File: src/rtl/vnu_pkg.sv
package vnu_pkg;

   typedef enum logic {
      SAT_TWOS = 1'b0,
      SAT_SYM  = 1'b1
   } sat_mode_e;

   function automatic int acc_width(int msg_w, int llr_w, int max_deg);
      int wide;
      wide = (msg_w > llr_w) ? msg_w : llr_w;
      return wide + $clog2(max_deg + 1);
   endfunction

endpackage

File: src/rtl/vnu_port_mask.sv
module vnu_port_mask #(
   parameter int MSG_W   = 6,
   parameter int MAX_DEG = 6,
   parameter int DEG_W   = 3,
   parameter int ACC_W   = 9
) (
   input  logic [DEG_W-1:0]               degree,
   input  logic [MAX_DEG*MSG_W-1:0]       c2v_flat,
   output logic [MAX_DEG-1:0]             edge_on,
   output logic [MAX_DEG-1:0][ACC_W-1:0]  msg_ext
);
   localparam int EXT_W = ACC_W - MSG_W;

   logic [DEG_W-1:0] deg_eff;

   always_comb begin
      if (int'(degree) > MAX_DEG) deg_eff = DEG_W'(MAX_DEG);
      else                        deg_eff = degree;
   end

   for (genvar k = 0; k < MAX_DEG; k++) begin : g_port
      logic [MSG_W-1:0] raw;
      assign raw        = c2v_flat[k*MSG_W +: MSG_W];
      assign edge_on[k] = (int'(deg_eff) > k);
      assign msg_ext[k] = edge_on[k] ? {{EXT_W{raw[MSG_W-1]}}, raw} : '0;
   end

endmodule

File: src/rtl/vnu_sum.sv
module vnu_sum #(
   parameter int MAX_DEG = 6,
   parameter int ACC_W   = 9
) (
   input  logic [ACC_W-1:0]               llr_ext,
   input  logic [MAX_DEG-1:0][ACC_W-1:0]  msg_ext,
   output logic [ACC_W-1:0]               total
);
   logic [ACC_W-1:0] part [MAX_DEG+1];

   assign part[0] = llr_ext;

   for (genvar k = 0; k < MAX_DEG; k++) begin : g_acc
      assign part[k+1] = part[k] + msg_ext[k];
   end

   assign total = part[MAX_DEG];

endmodule

File: src/rtl/vnu_edge_out.sv
module vnu_edge_out #(
   parameter int                  MSG_W    = 6,
   parameter int                  MAX_DEG  = 6,
   parameter int                  ACC_W    = 9,
   parameter vnu_pkg::sat_mode_e  SAT_MODE = vnu_pkg::SAT_SYM
) (
   input  logic                           init,
   input  logic [MAX_DEG-1:0]             edge_on,
   input  logic [ACC_W-1:0]               llr_ext,
   input  logic [ACC_W-1:0]               total,
   input  logic [MAX_DEG-1:0][ACC_W-1:0]  msg_ext,
   output logic [MAX_DEG*MSG_W-1:0]       v2c_next
);
   localparam logic signed [ACC_W-1:0] SAT_HI = ACC_W'((2 ** (MSG_W - 1)) - 1);
   localparam logic signed [ACC_W-1:0] SAT_LO = -SAT_HI;
   localparam int TOP_W = ACC_W - MSG_W + 1;

   for (genvar k = 0; k < MAX_DEG; k++) begin : g_edge
      logic signed [ACC_W-1:0] src;
      logic [MSG_W-1:0]        clip;

      assign src = init ? $signed(llr_ext) : $signed(total - msg_ext[k]);

      if (SAT_MODE == vnu_pkg::SAT_SYM) begin : g_sym
         always_comb begin
            if (src > SAT_HI)      clip = SAT_HI[MSG_W-1:0];
            else if (src < SAT_LO) clip = SAT_LO[MSG_W-1:0];
            else                   clip = src[MSG_W-1:0];
         end
      end else begin : g_twos
         logic [TOP_W-1:0] top_bits;
         logic             ovf;
         assign top_bits = src[ACC_W-1:MSG_W-1];
         assign ovf      = (|top_bits) && !(&top_bits);
         always_comb begin
            if (!ovf)             clip = src[MSG_W-1:0];
            else if (src[ACC_W-1]) clip = {1'b1, {(MSG_W-1){1'b0}}};
            else                   clip = {1'b0, {(MSG_W-1){1'b1}}};
         end
      end

      assign v2c_next[k*MSG_W +: MSG_W] = edge_on[k] ? clip : '0;
   end

endmodule

File: src/rtl/vnode_update.sv
module vnode_update #(
   parameter int                  MSG_W    = 6,
   parameter int                  LLR_W    = 6,
   parameter int                  MAX_DEG  = 6,
   parameter vnu_pkg::sat_mode_e  SAT_MODE = vnu_pkg::SAT_SYM,
   localparam int                 DEG_W    = $clog2(MAX_DEG + 1),
   localparam int                 APP_W    = vnu_pkg::acc_width(MSG_W, LLR_W, MAX_DEG)
) (
   input  logic                       clk,
   input  logic                       rst_n,
   input  logic                       in_valid,
   input  logic                       init,
   input  logic [DEG_W-1:0]           degree,
   input  logic [LLR_W-1:0]           llr_in,
   input  logic [MAX_DEG*MSG_W-1:0]   c2v_in,
   output logic                       out_valid,
   output logic [MAX_DEG*MSG_W-1:0]   v2c_out,
   output logic [APP_W-1:0]           app_out,
   output logic                       hard_bit
);
   if (MSG_W < 2) begin : g_bad_msg_w
      $error("vnode_update: MSG_W must be at least 2");
   end
   if (LLR_W < 2) begin : g_bad_llr_w
      $error("vnode_update: LLR_W must be at least 2");
   end
   if (MAX_DEG < 1) begin : g_bad_deg
      $error("vnode_update: MAX_DEG must be at least 1");
   end

   logic [APP_W-1:0]                 llr_ext;
   logic [MAX_DEG-1:0]               edge_on;
   logic [MAX_DEG-1:0][APP_W-1:0]    msg_ext;
   logic [APP_W-1:0]                 total;
   logic [APP_W-1:0]                 app_next;
   logic                             hard_next;
   logic [MAX_DEG*MSG_W-1:0]         v2c_next;

   assign llr_ext = {{(APP_W-LLR_W){llr_in[LLR_W-1]}}, llr_in};

   vnu_port_mask #(
      .MSG_W   (MSG_W),
      .MAX_DEG (MAX_DEG),
      .DEG_W   (DEG_W),
      .ACC_W   (APP_W)
   ) u_mask (
      .degree   (degree),
      .c2v_flat (c2v_in),
      .edge_on  (edge_on),
      .msg_ext  (msg_ext)
   );

   vnu_sum #(
      .MAX_DEG (MAX_DEG),
      .ACC_W   (APP_W)
   ) u_sum (
      .llr_ext (llr_ext),
      .msg_ext (msg_ext),
      .total   (total)
   );

   vnu_edge_out #(
      .MSG_W    (MSG_W),
      .MAX_DEG  (MAX_DEG),
      .ACC_W    (APP_W),
      .SAT_MODE (SAT_MODE)
   ) u_edge (
      .init     (init),
      .edge_on  (edge_on),
      .llr_ext  (llr_ext),
      .total    (total),
      .msg_ext  (msg_ext),
      .v2c_next (v2c_next)
   );

   assign app_next  = init ? llr_ext : total;
   assign hard_next = ($signed(app_next) <= 0);

   always_ff @(posedge clk or negedge rst_n) begin
      if (!rst_n) begin
         out_valid <= 1'b0;
         v2c_out   <= '0;
         app_out   <= '0;
         hard_bit  <= 1'b0;
      end else begin
         out_valid <= in_valid;
         if (in_valid) begin
            v2c_out  <= v2c_next;
            app_out  <= app_next;
            hard_bit <= hard_next;
         end
      end
   end

endmodule

File: config.mk
export PLATFORM = sky130hd
export DESIGN_NAME = vnode_update
export DESIGN_NICKNAME = d
export VERILOG_FILES = /design/src/rtl/vnu_pkg.sv /design/src/rtl/vnu_port_mask.sv /design/src/rtl/vnu_sum.sv /design/src/rtl/vnu_edge_out.sv /design/src/rtl/vnode_update.sv
export SDC_FILE = /design/constraint.sdc
export NUM_CORES = 1
export LEC_CHECK = 0
export ABC_AREA = 1
export CORE_MARGIN = 3
export CORE_UTILIZATION = 37
export DETAILED_ROUTE_END_ITERATION = 7
export PLACE_DENSITY = 0.58
export RECOVER_POWER = 25
export SYNTH_ARGS = -nofsm -noshare
export SYNTH_HDL_FRONTEND = slang
export SYNTH_SLANG_ARGS = --single-unit
export TNS_END_PERCENT = 100
File: constraint.sdc
create_clock -name clk -period 2.4 [get_ports clk]
set_clock_uncertainty 0.15 [all_clocks]
set_input_delay 0.6 -clock clk [delete_from_list [all_inputs] [get_ports clk]]
set_output_delay 0.6 -clock clk [all_outputs]
set_load 0.005 [all_outputs]
==> reports/results.txt <==
Final hold viol count - 0
CTS tree - built
Non-filler cells, final - 1544
Sequential cell area fraction in the yosys report - 18.0%
Clock Latency Late Sink - 0.29 ns
Critical path type - in -> reg
I/O Buffers - 95
Worst setup EP type - register
Average size of a mapped cell - 6.48 µm²
Inserted Clock Buffers - 5
DR pass1 iterations - 5
Number of global-route vias before repair - 7352
Die Span Y - 139 µm
Worst-path maximum fanout - 6
Total track usage - 24.8%
ANT cells - 0
Chip width - 139 µm
Clock sinks - 47
Tightest Hold Check Type - reg -> reg
Placed cells - 1515
Syn nets - 1153
Slew headroom - 21.2%
Antenna violations before repair - 0
Synth Flop Type - dfrtp_1
Post-Syn Instances - 1009
Fillers - 1499
Initial DRC count - 378
Share of the synthesized area in the top cell type - 21.4%
Synth top area cells - nand2_1 21%, dfrtp_1 18%, fa_1 11%, ha_1 11%, inv_1 9.5%
Worst setup SP type - input pin
Core box area - 16900 µm²
Final Critical Period - 5.76 ns
Worst-Margin Slew - 1.18 ns
Critical Path RT - 2.48 ns
Period Utilization, post-route - 240%
Cell Rows - 47
Clk pin slew, worst setup/hold paths - 0.06 ns
Pins Over Slew Limit - 0
Clock root buffer - clkbuf_16
IO Pins - 96
DRC Markers - 0
Pin count of the biggest net entering global routing - 48
Layout cell share with drive strength beyond 1 - 34.1%
Arrival @ worst endpoint - 5.84 ns
First-pass GRT wire length - 38700 µm
DR vias - 7627
Finish-stage setup viols - 46
Initial Util - 38.6%
RD Place Congestion - 0.958
Synthesized flop and latch total - 47
Most common cell in the netlist - nand2_1
Grt ovf - 0
Commonest cells post-synth - 372 x nand2_1, 166 x inv_1, 92 x nand3_1
Final worst slack - -3.36 ns
Post-Syn Area - 6540 µm²
Dpl hpwl - 19700 µm
Detailed Route WL - 24100 µm
Max Clock Freq - 174 MHz
H-tree depth - 2
Post-synth EDFFs - 0
Post-synth top area cell - nand2_1
Cell variety after synth - 32
Max-cap violations - 0
Avg WL per Cell - 15.6 µm
Die area - 19300 µm²
Ys Warns - 0
Final #Nets - 1467
Setup TNS - -137.87 ns
Ys async rst share - 100%
Failing checks - negative setup slack
Area Growth Syn to Fin - 66.9%
Clk buf depth - 2
Via/cell ratio - 4.94
Outcome - complete, but fails checks
RSZ-0062 raised after global routing - yes
Remaining antenna violation count - 0
[flip-flops by register name, summed over array words and instances (netlist names)]
name	cells
hard_bit	1
v2c_out	36
out_valid	1
app_out	9
[critical path, stage by stage]
cell,delay [ns]
clkdlybuf4s50_1,0.45
nand2_1,0.12
fa_1,0.54
fa_1,0.58
fa_1,0.45
fa_1,0.53
inv_2,0.04
ha_4,0.30
nand2_4,0.05
o21ai_4,0.15
nand2_1,0.07
nand2_1,0.08
a21oi_2,0.06
or2_4,0.22
and2_4,0.21
buf_12,0.16
ha_4,0.22
a21oi_2,0.11
a21boi_4,0.20
nand3b_1,0.15
nand3_2,0.13
nand2_2,0.14
nand2_4,0.07
nand2_1,0.07
nand2_1,0.05
nand2_1,0.06
[cell type report]
| cell class | instances | area, µm² | area share (%) |
|---|---|---|---|
| clock buffers | 5 | 125 | 1.15 |
| clock inverters | 3 | 46.3 | 0.424 |
| inverters | 171 | 671 | 6.15 |
| multi-input cells | 773 | 5760 | 52.8 |
| flip-flops and latches | 47 | 1180 | 10.8 |
| well taps | 220 | 275 | 2.52 |
| repair buffers | 325 | 2850 | 26.2 |
[per-stage QoR]
step / util, % / area, µm² / hold WS [ns] / setup WS (ns)
after global placement: 57.7 / 9770 / 0.314 / -4.32
final: 64.4 / 10900 / 0.332 / -3.36
after CTS: 62.8 / 10600 / 0.145 / -3.41
after detailed placement: 57.7 / 9770 / 0.316 / -4.31
after global routing: 64.4 / 10900 / 0.353 / -3.60
after floorplan: - / 7010 / 0.154 / -3.16
[cell families (layout without fill, tap and decap cells)]
kind of cell | Yosys count | count (layout) | share of synthesized area (%)
simple gates | 565 | 565 | 38.0
buf+inv | 189 | 504 | 11.2
fa+ha+maj | 95 | 95 | 22.4
compound gates | 95 | 95 | 7.96
flops | 47 | 47 | 18.0
xor+xnor | 18 | 18 | 2.41
[metal layers]
metal,vias to the layer above,wire [µm],share of wire [%],track usage (%)
li1,3854,-,-,-
met1,3563,11200,47,34.5
met2,172,11300,47,41.1
met3,38,882,3.7,2.24
met4,0,708,2.9,7.52
met5,-,0,0,0
[cell usage in the layout (no fill, tap or decap), drive strengths merged, types with 2 or more instances in the layout]
cell type | synthesis | routed
a31oi | 3 | 3
nand3b | 9 | 9
ha | 58 | 58
clkbuf | 8 | 6
o31ai | 6 | 6
nand2 | 380 | 380
dlygate4sd2 | 0 | 8
fa | 37 | 37
nand4 | 35 | 35
o21a | 8 | 8
nor3 | 7 | 7
or2 | 8 | 8
buf | 10 | 233
nand3 | 102 | 102
o21ai | 27 | 27
clkdlybuf4s50 | 0 | 79
a21oi | 50 | 50
dlymetal6s2s | 0 | 4
nand2b | 2 | 2
xor2 | 6 | 6
xnor2 | 12 | 12
dfrtp | 47 | 47
nor2 | 21 | 21
inv | 170 | 171
[worst paths after layout]
kind	startpoint	end	slack [ns]	cells after the start
worst max register to register	hard_bit	hard_bit	1.54	2
min in group asynchronous	rst_n	v2c_out[9]	0.48	2
worst min-delay path	v2c_out[7]	v2c_out[7]	0.33	2
worst min register to register	v2c_out[7]	v2c_out[7]	0.33	2
worst max-delay path	c2v_in[22]	v2c_out[32]	-3.36	26
max in group asynchronous	rst_n	app_out[5]	0.90	2
[what timing repair did]
item,CTS,global route
resized for setup,151,68
buffers inserted,22,6
pin swaps,73,41
endpoints found under the setup margin,46,46
hold buffers,0,0
Power is not shown: default switching activity piles up to over one toggle a cycle in this logic, so the estimate is an artifact.
